## src/rtl/acr_pkg.sv

```systemverilog
package acr_pkg;

  localparam int unsigned OPT_N = 4;

  // low-byte offsets inside the decoded page
  localparam logic [7:0] OFS_GO_NORMAL   = 8'h7A;
  localparam logic [7:0] OFS_GO_TURBO    = 8'h7B;
  localparam logic [7:0] OFS_GO_TURBO_B  = 8'h79;
  localparam logic [7:0] OFS_EN_SET      = 8'h7E;
  localparam logic [7:0] OFS_EN_CLR      = 8'h7F;
  localparam logic [7:0] OFS_EN_CLR_B    = 8'h7D;
  localparam logic [7:0] OFS_OPT_BASE    = 8'h74;
  localparam logic [7:0] OFS_MODE_ID     = 8'hB0;
  localparam logic [7:0] OFS_FLAGS       = 8'hB2;
  localparam logic [7:0] OFS_OPT_REG     = 8'hB4;
  localparam logic [7:0] OFS_SWITCHES    = 8'hB5;
  localparam logic [7:0] OFS_SPEED_REG   = 8'hB8;

  typedef enum logic [1:0] {
    OPT_VID_HI  = 2'b00,
    OPT_VID_LO  = 2'b01,
    OPT_TEXT    = 2'b10,
    OPT_NONE    = 2'b11
  } opt_mode_e;

  typedef enum logic [1:0] {
    SPD_SLOW      = 2'b00,
    SPD_HOST_FAST = 2'b01,
    SPD_TURBO     = 2'b10
  } speed_e;

  typedef struct packed {
    logic             go_normal;
    logic             go_turbo;
    logic             en_set;
    logic             en_clr;
    logic [OPT_N-1:0] opt_pick;
    logic             wr_flags;
    logic             wr_opt;
    logic             wr_speed;
  } wr_ev_t;

  // speed code chosen from the forced-normal condition and host fast bit
  function automatic logic [1:0] speed_pick(input logic forced_normal,
                                            input logic fast_bit);
    logic [1:0] r;
    if (forced_normal) r = fast_bit ? SPD_HOST_FAST : SPD_SLOW;
    else               r = SPD_TURBO;
    return r;
  endfunction

  // forced-normal condition: any source asking for normal speed
  function automatic logic forced_normal(input logic soft_normal,
                                         input logic switch_normal,
                                         input logic slow_flag);
    return soft_normal | switch_normal | slow_flag;
  endfunction

  // two flags placed in bits 7:6, rest zero
  function automatic logic [7:0] pack_hi2(input logic b7, input logic b6);
    return {b7, b6, 6'b000000};
  endfunction

endpackage

```

## src/rtl/acr_wr_decode.sv

```systemverilog
module acr_wr_decode
  import acr_pkg::*;
#(
  parameter int unsigned ADDR_W = 16,
  parameter logic [ADDR_W-9:0] PAGE = (ADDR_W-8)'(8'hD0)
) (
  input  logic              clk,
  input  logic              rst_n,
  input  logic [ADDR_W-1:0] bus_addr,
  input  logic              bus_wr,
  output wr_ev_t            ev
);

  localparam int unsigned LO_W = 8;

  logic            in_page;
  logic [LO_W-1:0] lo;
  logic [OPT_N-1:0] opt_hit;

  assign in_page = bus_wr && (bus_addr[ADDR_W-1:LO_W] == PAGE);
  assign lo      = bus_addr[LO_W-1:0];

  generate
    for (genvar k = 0; k < OPT_N; k++) begin : g_opt
      assign opt_hit[k] = in_page && (lo == OFS_OPT_BASE + LO_W'(k));
    end
  endgenerate

  always_comb begin
    ev           = '0;
    ev.go_normal = in_page && (lo == OFS_GO_NORMAL);
    ev.go_turbo  = in_page && ((lo == OFS_GO_TURBO) || (lo == OFS_GO_TURBO_B));
    ev.en_set    = in_page && (lo == OFS_EN_SET);
    ev.en_clr    = in_page && ((lo == OFS_EN_CLR) || (lo == OFS_EN_CLR_B));
    ev.opt_pick  = opt_hit;
    ev.wr_flags  = in_page && (lo == OFS_FLAGS);
    ev.wr_opt    = in_page && (lo == OFS_OPT_REG);
    ev.wr_speed  = in_page && (lo == OFS_SPEED_REG);
  end

  // one address selects at most one action
  p_single_event_r5: assert property (@(posedge clk) disable iff (!rst_n)
    $onehot0(ev));

  p_no_event_idle_r6: assert property (@(posedge clk) disable iff (!rst_n)
    !bus_wr |-> (ev == '0));

endmodule

```

## src/rtl/acr_ctl_state.sv

```systemverilog
module acr_ctl_state
  import acr_pkg::*;
(
  input  logic       clk,
  input  logic       rst_n,
  input  wr_ev_t     ev,
  input  logic [7:0] bus_wdata,
  output logic       hwreg_en,
  output logic       soft_normal,
  output logic       slow_flag,
  output logic [1:0] opt_mode
);

  logic [1:0] opt_from_strobe;
  logic       any_opt_strobe;

  always_comb begin
    opt_from_strobe = opt_mode;
    for (int k = 0; k < OPT_N; k++) begin
      if (ev.opt_pick[k]) opt_from_strobe = 2'(k);
    end
  end
  assign any_opt_strobe = |ev.opt_pick;

  // enable latch
  always_ff @(posedge clk) begin
    if (!rst_n)         hwreg_en <= 1'b0;
    else if (ev.en_set) hwreg_en <= 1'b1;
    else if (ev.en_clr) hwreg_en <= 1'b0;
  end

  // software speed flag: strobes act always, register write needs enable
  always_ff @(posedge clk) begin
    if (!rst_n)                        soft_normal <= 1'b0;
    else if (ev.go_normal)             soft_normal <= 1'b1;
    else if (ev.go_turbo)              soft_normal <= 1'b0;
    else if (ev.wr_speed && hwreg_en)  soft_normal <= bus_wdata[7];
  end

  always_ff @(posedge clk) begin
    if (!rst_n)                        slow_flag <= 1'b0;
    else if (ev.wr_flags && hwreg_en)  slow_flag <= bus_wdata[6];
  end

  always_ff @(posedge clk) begin
    if (!rst_n)                           opt_mode <= OPT_NONE;
    else if (hwreg_en && any_opt_strobe)  opt_mode <= opt_from_strobe;
    else if (hwreg_en && ev.wr_opt)       opt_mode <= bus_wdata[7:6];
  end

  p_go_normal_r2: assert property (@(posedge clk) disable iff (!rst_n)
    ev.go_normal |=> soft_normal);

  p_go_turbo_r3: assert property (@(posedge clk) disable iff (!rst_n)
    ev.go_turbo |=> !soft_normal);

  p_strobe_when_closed_r4: assert property (@(posedge clk) disable iff (!rst_n)
    (ev.go_normal && !hwreg_en) |=> soft_normal);

  p_en_set_r5: assert property (@(posedge clk) disable iff (!rst_n)
    ev.en_set |=> hwreg_en);

  p_en_clr_r5: assert property (@(posedge clk) disable iff (!rst_n)
    ev.en_clr |=> !hwreg_en);

  p_opt_locked_r6: assert property (@(posedge clk) disable iff (!rst_n)
    !hwreg_en |=> $stable(opt_mode));

  p_opt_strobe_r6: assert property (@(posedge clk) disable iff (!rst_n)
    (hwreg_en && ev.opt_pick[0]) |=> (opt_mode == OPT_VID_HI));

  p_slow_locked_r8: assert property (@(posedge clk) disable iff (!rst_n)
    !hwreg_en |=> $stable(slow_flag));

  p_speed_reg_locked_r11: assert property (@(posedge clk) disable iff (!rst_n)
    (!hwreg_en && !ev.go_normal && !ev.go_turbo) |=> $stable(soft_normal));

endmodule

```

## src/rtl/acr_rd_mux.sv

```systemverilog
module acr_rd_mux
  import acr_pkg::*;
#(
  parameter int unsigned ADDR_W = 16,
  parameter logic [ADDR_W-9:0] PAGE = (ADDR_W-8)'(8'hD0)
) (
  input  logic              clk,
  input  logic              rst_n,
  input  logic [ADDR_W-1:0] bus_addr,
  input  logic              bus_rd,
  input  logic              hwreg_en,
  input  logic              soft_normal,
  input  logic              slow_flag,
  input  logic              force_norm,
  input  logic [1:0]        opt_mode,
  input  logic              sw_speed_normal,
  input  logic              sw_dos_rom,
  input  logic              mode_64,
  output logic [7:0]        bus_rdata
);

  logic       in_page;
  logic [7:0] sel_data;

  assign in_page = bus_addr[ADDR_W-1:8] == PAGE;

  always_comb begin
    unique case (bus_addr[7:0])
      OFS_MODE_ID:   sel_data = pack_hi2(1'b0, mode_64);
      OFS_FLAGS:     sel_data = pack_hi2(hwreg_en, slow_flag);
      OFS_OPT_REG:   sel_data = pack_hi2(opt_mode[1], opt_mode[0]);
      OFS_SWITCHES:  sel_data = pack_hi2(sw_dos_rom, sw_speed_normal);
      OFS_SPEED_REG: sel_data = pack_hi2(soft_normal, force_norm);
      default:       sel_data = 8'h00;
    endcase
  end

  assign bus_rdata = (bus_rd && in_page) ? sel_data : 8'h00;

  p_idle_zero_r13: assert property (@(posedge clk) disable iff (!rst_n)
    !bus_rd |-> (bus_rdata == 8'h00));

  p_low_bits_zero_r13: assert property (@(posedge clk) disable iff (!rst_n)
    bus_rdata[5:0] == 6'b000000);

endmodule

```

## src/rtl/accel_ctl_regs.sv

```systemverilog
module accel_ctl_regs
  import acr_pkg::*;
#(
  parameter int unsigned ADDR_W = 16,
  parameter logic [ADDR_W-9:0] PAGE = (ADDR_W-8)'(8'hD0)
) (
  input  logic              clk,
  input  logic              rst_n,
  input  logic [ADDR_W-1:0] bus_addr,
  input  logic [7:0]        bus_wdata,
  input  logic              bus_rd,
  input  logic              bus_wr,
  output logic [7:0]        bus_rdata,
  input  logic              sw_speed_normal,
  input  logic              sw_dos_rom,
  input  logic              host_fast,
  input  logic              mode_64,
  output logic [1:0]        speed_sel,
  output logic [1:0]        opt_mode,
  output logic              hwreg_en
);

  wr_ev_t wr_ev;
  logic   soft_normal;
  logic   slow_flag;
  logic   force_norm;

  acr_wr_decode #(.ADDR_W(ADDR_W), .PAGE(PAGE)) u_dec (
    .clk      (clk),
    .rst_n    (rst_n),
    .bus_addr (bus_addr),
    .bus_wr   (bus_wr),
    .ev       (wr_ev)
  );

  acr_ctl_state u_state (
    .clk         (clk),
    .rst_n       (rst_n),
    .ev          (wr_ev),
    .bus_wdata   (bus_wdata),
    .hwreg_en    (hwreg_en),
    .soft_normal (soft_normal),
    .slow_flag   (slow_flag),
    .opt_mode    (opt_mode)
  );

  assign force_norm = forced_normal(soft_normal, sw_speed_normal, slow_flag);
  assign speed_sel  = speed_pick(force_norm, host_fast);

  acr_rd_mux #(.ADDR_W(ADDR_W), .PAGE(PAGE)) u_rd (
    .clk             (clk),
    .rst_n           (rst_n),
    .bus_addr        (bus_addr),
    .bus_rd          (bus_rd),
    .hwreg_en        (hwreg_en),
    .soft_normal     (soft_normal),
    .slow_flag       (slow_flag),
    .force_norm      (force_norm),
    .opt_mode        (opt_mode),
    .sw_speed_normal (sw_speed_normal),
    .sw_dos_rom      (sw_dos_rom),
    .mode_64         (mode_64),
    .bus_rdata       (bus_rdata)
  );

  p_switch_wins_r7: assert property (@(posedge clk) disable iff (!rst_n)
    sw_speed_normal |-> (speed_sel == {1'b0, host_fast}));

  p_turbo_free_r7: assert property (@(posedge clk) disable iff (!rst_n)
    (!sw_speed_normal && !soft_normal && !slow_flag) |-> (speed_sel == SPD_TURBO));

  p_code_legal_r7: assert property (@(posedge clk) disable iff (!rst_n)
    speed_sel != 2'b11);

  p_no_rdwr_r13: assert property (@(posedge clk) disable iff (!rst_n)
    !(bus_rd && bus_wr));

endmodule

```

## config.mk

```make
export PLATFORM = sky130hd
export DESIGN_NAME = accel_ctl_regs
export DESIGN_NICKNAME = d
export VERILOG_FILES = /design/src/rtl/acr_pkg.sv /design/src/rtl/acr_wr_decode.sv /design/src/rtl/acr_ctl_state.sv /design/src/rtl/acr_rd_mux.sv /design/src/rtl/accel_ctl_regs.sv
export SDC_FILE = /design/constraint.sdc
export NUM_CORES = 1
export LEC_CHECK = 0
export BUFFER_PORTS_ARGS = -buffer_cell sky130_fd_sc_hd__buf_2
export CAP_MARGIN = 30
export CORE_AREA = 2 2 45 47
export CTS_BUF_LIST = sky130_fd_sc_hd__clkbuf_4 sky130_fd_sc_hd__clkbuf_8
export CTS_CLUSTER_DIAMETER = 40
export DETAILED_ROUTE_END_ITERATION = 16
export DIE_AREA = 0 0 47 49
export GPL_TIMING_DRIVEN = 1
export PLACE_DENSITY = 0.7
export SLEW_MARGIN = 30
export SYNTH_ARGS = -nofsm -noshare
export SYNTH_HDL_FRONTEND = slang
export SYNTH_SLANG_ARGS = --single-unit
```

## constraint.sdc

```tcl
create_clock -name clk -period 1.9 [get_ports clk]
set_input_delay 0.285 -clock clk [delete_from_list [all_inputs] [get_ports clk]]
set_output_delay 0.285 -clock clk [all_outputs]
set_load 0.02 [all_outputs]
```

After elaboration in Yosys (flattened, before gate mapping):

Index checks and enable logic that the tools add are counted.

* equal/unequal tests: 17
* muxes and demuxes: 15
* bitwise operators: 2
* reductions and logical operators: 24

Operator list (count)
* == test 8 x 7 -> 1 bit, second input constant: 10
* == test 8 bit, second input constant: 6
* one-hot mux 8 bit (5 select lines): 1
* logical AND 1 bit: 17
* two-way mux 2 bit: 7
* two-way mux 8 bit: 1
* two-way mux 1 bit: 6
* inequality test 5 bit, second input constant: 1
* nonzero test 2 bit: 2
* OR reduction 4 bit: 1
* nonzero test 3 bit: 1
* logical OR 1 bit: 2
* OR 1 bit: 2
* AND reduction 2 bit: 1

* register bits after elaboration: 5
* input bits: 32
* output and inout port bits: 13
* word-level logic and storage cells: 62

Logic depth before layout (Yosys ltp):

* depth after elaboration: 8
* gate-level depth with buffers: 5
* depth with buffers taken out: 4

Cells and area by module:

From an unflattened synthesis, not the netlist that was laid out.

* cells, all modules: 91
* area, all modules: 734.5 um2

By module, submodules not included
* acr_ctl_state: instances 1, cells an instance 30, area an instance 259.0 um2, seq. area each 100.1 um2
* acr_rd_mux: instances 1, cells an instance 31, area an instance 246.5 um2, seq. area each 0.0 um2
* acr_wr_decode: instances 1, cells an instance 27, area an instance 207.7 um2, seq. area each 0.0 um2
* accel_ctl_regs: instances 1, cells an instance 3, area an instance 21.3 um2, seq. area each 0.0 um2

Least setup slack after synthesis:

No wires, ideal clock.

* path type: input port to output port
* start: input port bus_addr[3]
* end: output port bus_rdata[6]
* arrival time: 1688 ps
* required time: 1615 ps
* path slack: -73 ps
* cell stages on the path: 4
* path buffers: 1
* path through: clkbuf_1 nand4b_1 or4_1 a221oi_1

* cells in the longest elaborated chain, start to end: 3
* elaborated cells between the ends (all ways): 7
* those cells by class: eq/ne: 5; mux: 2

Ends and longest elaborated chain
* start, declared: RTL line accel_ctl_regs.sv:9 `input logic [ADDR_W-1:0] bus_addr,`
* == test 8 bit: RTL line acr_rd_mux.sv:28 `unique case (bus_addr[7:0])`
* one-hot mux 8 bit (5 select lines) *: RTL line acr_rd_mux.sv:28
* two-way mux 8 bit *: RTL line acr_rd_mux.sv:38 `assign bus_rdata = (bus_rd && in_page) ? sel_data : 8'h00;`
* end, declared: RTL line accel_ctl_regs.sv:13 `output logic [7:0] bus_rdata,`

Every way passes the cells marked *; elsewhere a longest branch is shown, timed or not.

Worst setup path after layout:

* start: register u_state.opt_mode[0]
* end: output port bus_rdata[6]

* cells in the longest elaborated chain, start to end: 2

Ends and longest elaborated chain
* start, declared: RTL line acr_ctl_state.sv:11 `output logic [1:0] opt_mode`
* start signal, assigned: RTL line acr_ctl_state.sv:47 `else if (hwreg_en && any_opt_strobe) opt_mode <= opt_from_strobe;`
* start signal, assigned: RTL line acr_ctl_state.sv:48 `else if (hwreg_en && ev.wr_opt) opt_mode <= bus_wdata[7:6];`
* one-hot mux 8 bit (5 select lines): RTL line acr_rd_mux.sv:28
* two-way mux 8 bit: RTL line acr_rd_mux.sv:38

Every way passes these cells.

==> impl_metrics.json <==
{
  "ios": 45,
  "grt_max_degree": 14,
  "async_reset_ff_share_pct": 0,
  "cp.required_ns": 1.62,
  "fmax_ghz": 0.547,
  "regArea_sq_um": 101,
  "postSynthCellCount": 76,
  "dieArea_sq_um": 2300,
  "gp_congestion": 0.871,
  "fin_crit_sh_pct": 96.3,
  "crit_buf_inv": 1,
  "dr_wl_met2_microns": 771,
  "status": "finished clean",
  "ys_seq_elements": 5,
  "setup-tns-final_ns": 0,
  "postCtsHoldBufs": 0,
  "routedWlPerCell_microns": 11.5,
  "ir_drop_mv": 0.261,
  "cts.reportedPaths.clkPinSlew_ns": 0.05,
  "cp.arrival_ns": 1.54,
  "dr.pass1.iters": 4,
  "place_hpwl_mm": 1.34,
  "antenna_left": 0,
  "yosysWarnings": 0,
  "path_cells": "mux2i_1 -> or4_1 -> a221oi_2 -> buf_4",
  "multi_input_area_sq_um": 457,
  "die_x_microns": 47,
  "drc": 0,
  "core_sq_um": 1840,
  "cts_root_buf": "clkbuf_4",
  "cp_top_family": "simple AND/OR/NAND/NOR gates",
  "port_buffers": 32,
  "synth_edf_count": 0,
  "wl_met3_microns": 117,
  "yosysSeqAreaShare_pct": 16.8,
  "setup_viol": 0,
  "cts.sinks": 5,
  "cts_max_level": 1,
  "synthToLayoutAreaGrowth_pct": 39.9,
  "rsz0062_at_grt": "false",
  "setup_ws_ns": 0.0708,
  "cts_buffers": 3,
  "grt.overflow.total": 0,
  "hold_viol": 0,
  "finClkSkew_ns": 0.00618,
  "syn_area_per_cell_sq_um": 7.84,
  "worstSetupEndpointType": "primary output",
  "drt_first_iter_violations": 14,
  "period_minus_slack_ns": 1.83,
  "cp_slowest_cell": "or4_1",
  "slew_violations": 0,
  "place_ws_ns": 0.0753,
  "critPathMaxStageDelay_ns": 0.49,
  "worstPathMaxFanout": 3,
  "tritoncts": "yes",
  "synth_area_leader_cell": "dfxtp_1",
  "grt_pass1_wl_mm": 2.55,
  "cp-start-kind": "register",
  "routed.top_layer": "met3",
  "power_density_nw_per_um2": 400,
  "antenna_found_initial": 0,
  "synth_cell_types": 37,
  "ys.flop_type": "dfxtp_1",
  "synth.area.top_cells": "dfxtp_1 (17%), buf_4 (7.6%), mux2i_1 (5.0%)",
  "vias": 710,
  "p_leak_nw": 0.338,
  "grt_use_total_pct": 15.0,
  "drive_gt1_share_pct": 43.4,
  "die_y_microns": 49,
  "drt-total-wl_mm": 1.61,
  "hp-class": "primary input to register",
  "synth_top_area_share_pct": 16.8,
  "drv_cap": 0,
  "grt_pass1_vias": 625,
  "path_class": "register to primary output",
  "nFillCells": 199,
  "nets": 146,
  "rows": 16,
  "start_util_pct": 32.3,
  "cts_buffer_depth": 2,
  "insertion_delay_ns": 0.24,
  "fin_util_pct": 45.2,
  "antenna_cells": 0,
  "synthesis.area_sq_um": 596,
  "routed_via_density": 5.07,
  "wl_met1_microns": 718
}
[synth_stat cells (2+ instances only)]
cell type	number
nor4_1	3
nand3_1	3
nand3b_1	2
dfxtp_1	5
clkbuf_1	2
nor2b_1	2
or3_1	3
inv_1	3
nand2_1	5
nor3_1	4
mux2i_1	3
nand4_1	4
buf_4	6
o21ai_0	5
and4b_1	2
a21oi_1	3
[state kept, by name, summed over array words and instances (netlist names)]
name / count
u_state.opt_mode: 2
u_state.hwreg_en: 1
u_state.slow_flag: 1
u_state.soft_normal: 1
[metrics by stage]
step | total power, mW | hold slack (ns) | cell area [sq um] | std cells
finish | 0.333 | 0.303 | 833 | 140
detailed placement | 0.198 | 0.490 | 795 | 136
floorplan | 0.162 | 0.359 | 621 | 81
global route | 0.353 | 0.298 | 833 | 140
global placement | 0.197 | 0.482 | 795 | 136
CTS | 0.337 | 0.297 | 825 | 140
[cells by family after synthesis]
group	count (synthesis)	share of synthesized area, %
and+or+nand+nor	38	45.4
AOI/OAI and AO/OA	17	20.6
buffers and inverters	12	11.6
DFF	5	16.8
muxes	3	5.04
other	1	0.630
[layer usage]
layer  global-route usage (%)  up-vias
li1                         -      362
met4                     6.94        0
met2                     23.3       31
met1                     19.9      317
met5                        0        -
met3                     1.85        0
[final timing paths]
path	slack (ns)	end	startpoint	cells after the start
max reg2reg	0.70	u_state.soft_normal$_SDFFE_PN0P_	u_state.hwreg_en$_SDFFE_PN0P_	3
max	0.07	bus_rdata[6]	u_state.opt_mode[0]$_SDFFE_PN1P_	4
min	0.30	u_state.slow_flag$_SDFFE_PN0P_	bus_wdata[6]	3
min reg2reg	0.49	u_state.soft_normal$_SDFFE_PN0P_	u_state.soft_normal$_SDFFE_PN0P_	2
[cell usage in the layout, fill, tap and decap left out, types with 2 or more instances in the layout]
master,instances
a21oi_1,3
and4b_1,2
buf_2,31
buf_4,6
clkbuf_4,4
conb_1,6
dfxtp_1,4
inv_1,3
mux2i_1,3
nand2_1,5
nand3_1,3
nand3b_1,2
nand4_1,4
nor2b_1,2
nor3_1,3
nor4_1,3
o21ai_0,5
or3_1,3
[layout make-up]
type	count	share of cell area, %
inverter	3	1.35
clock buffer	4	3.60
tap	27	4.05
timing repair buffer	37	24.0
sequential	5	12.2
multi-input combinational	64	54.8
[what timing repair did]
item | 4_1_cts | 5_1_grt
setup buffers | 0 | 0
gates resized for setup | 0 | 3
endpoints found under the setup margin | 0 | 1
[where the power goes]
part           switching, mW  internal (mW)
clock network         0.0430         0.0936
logic                 0.0536         0.0381
registers         0.00000146          0.105
total                 0.0966          0.237
[worst min-delay path, cell delays in order]
cell and delay [ns]:
buf_2 0.11, nand2_1 0.05, o41ai_1 0.05
Power figures use the tool's default switching activity.
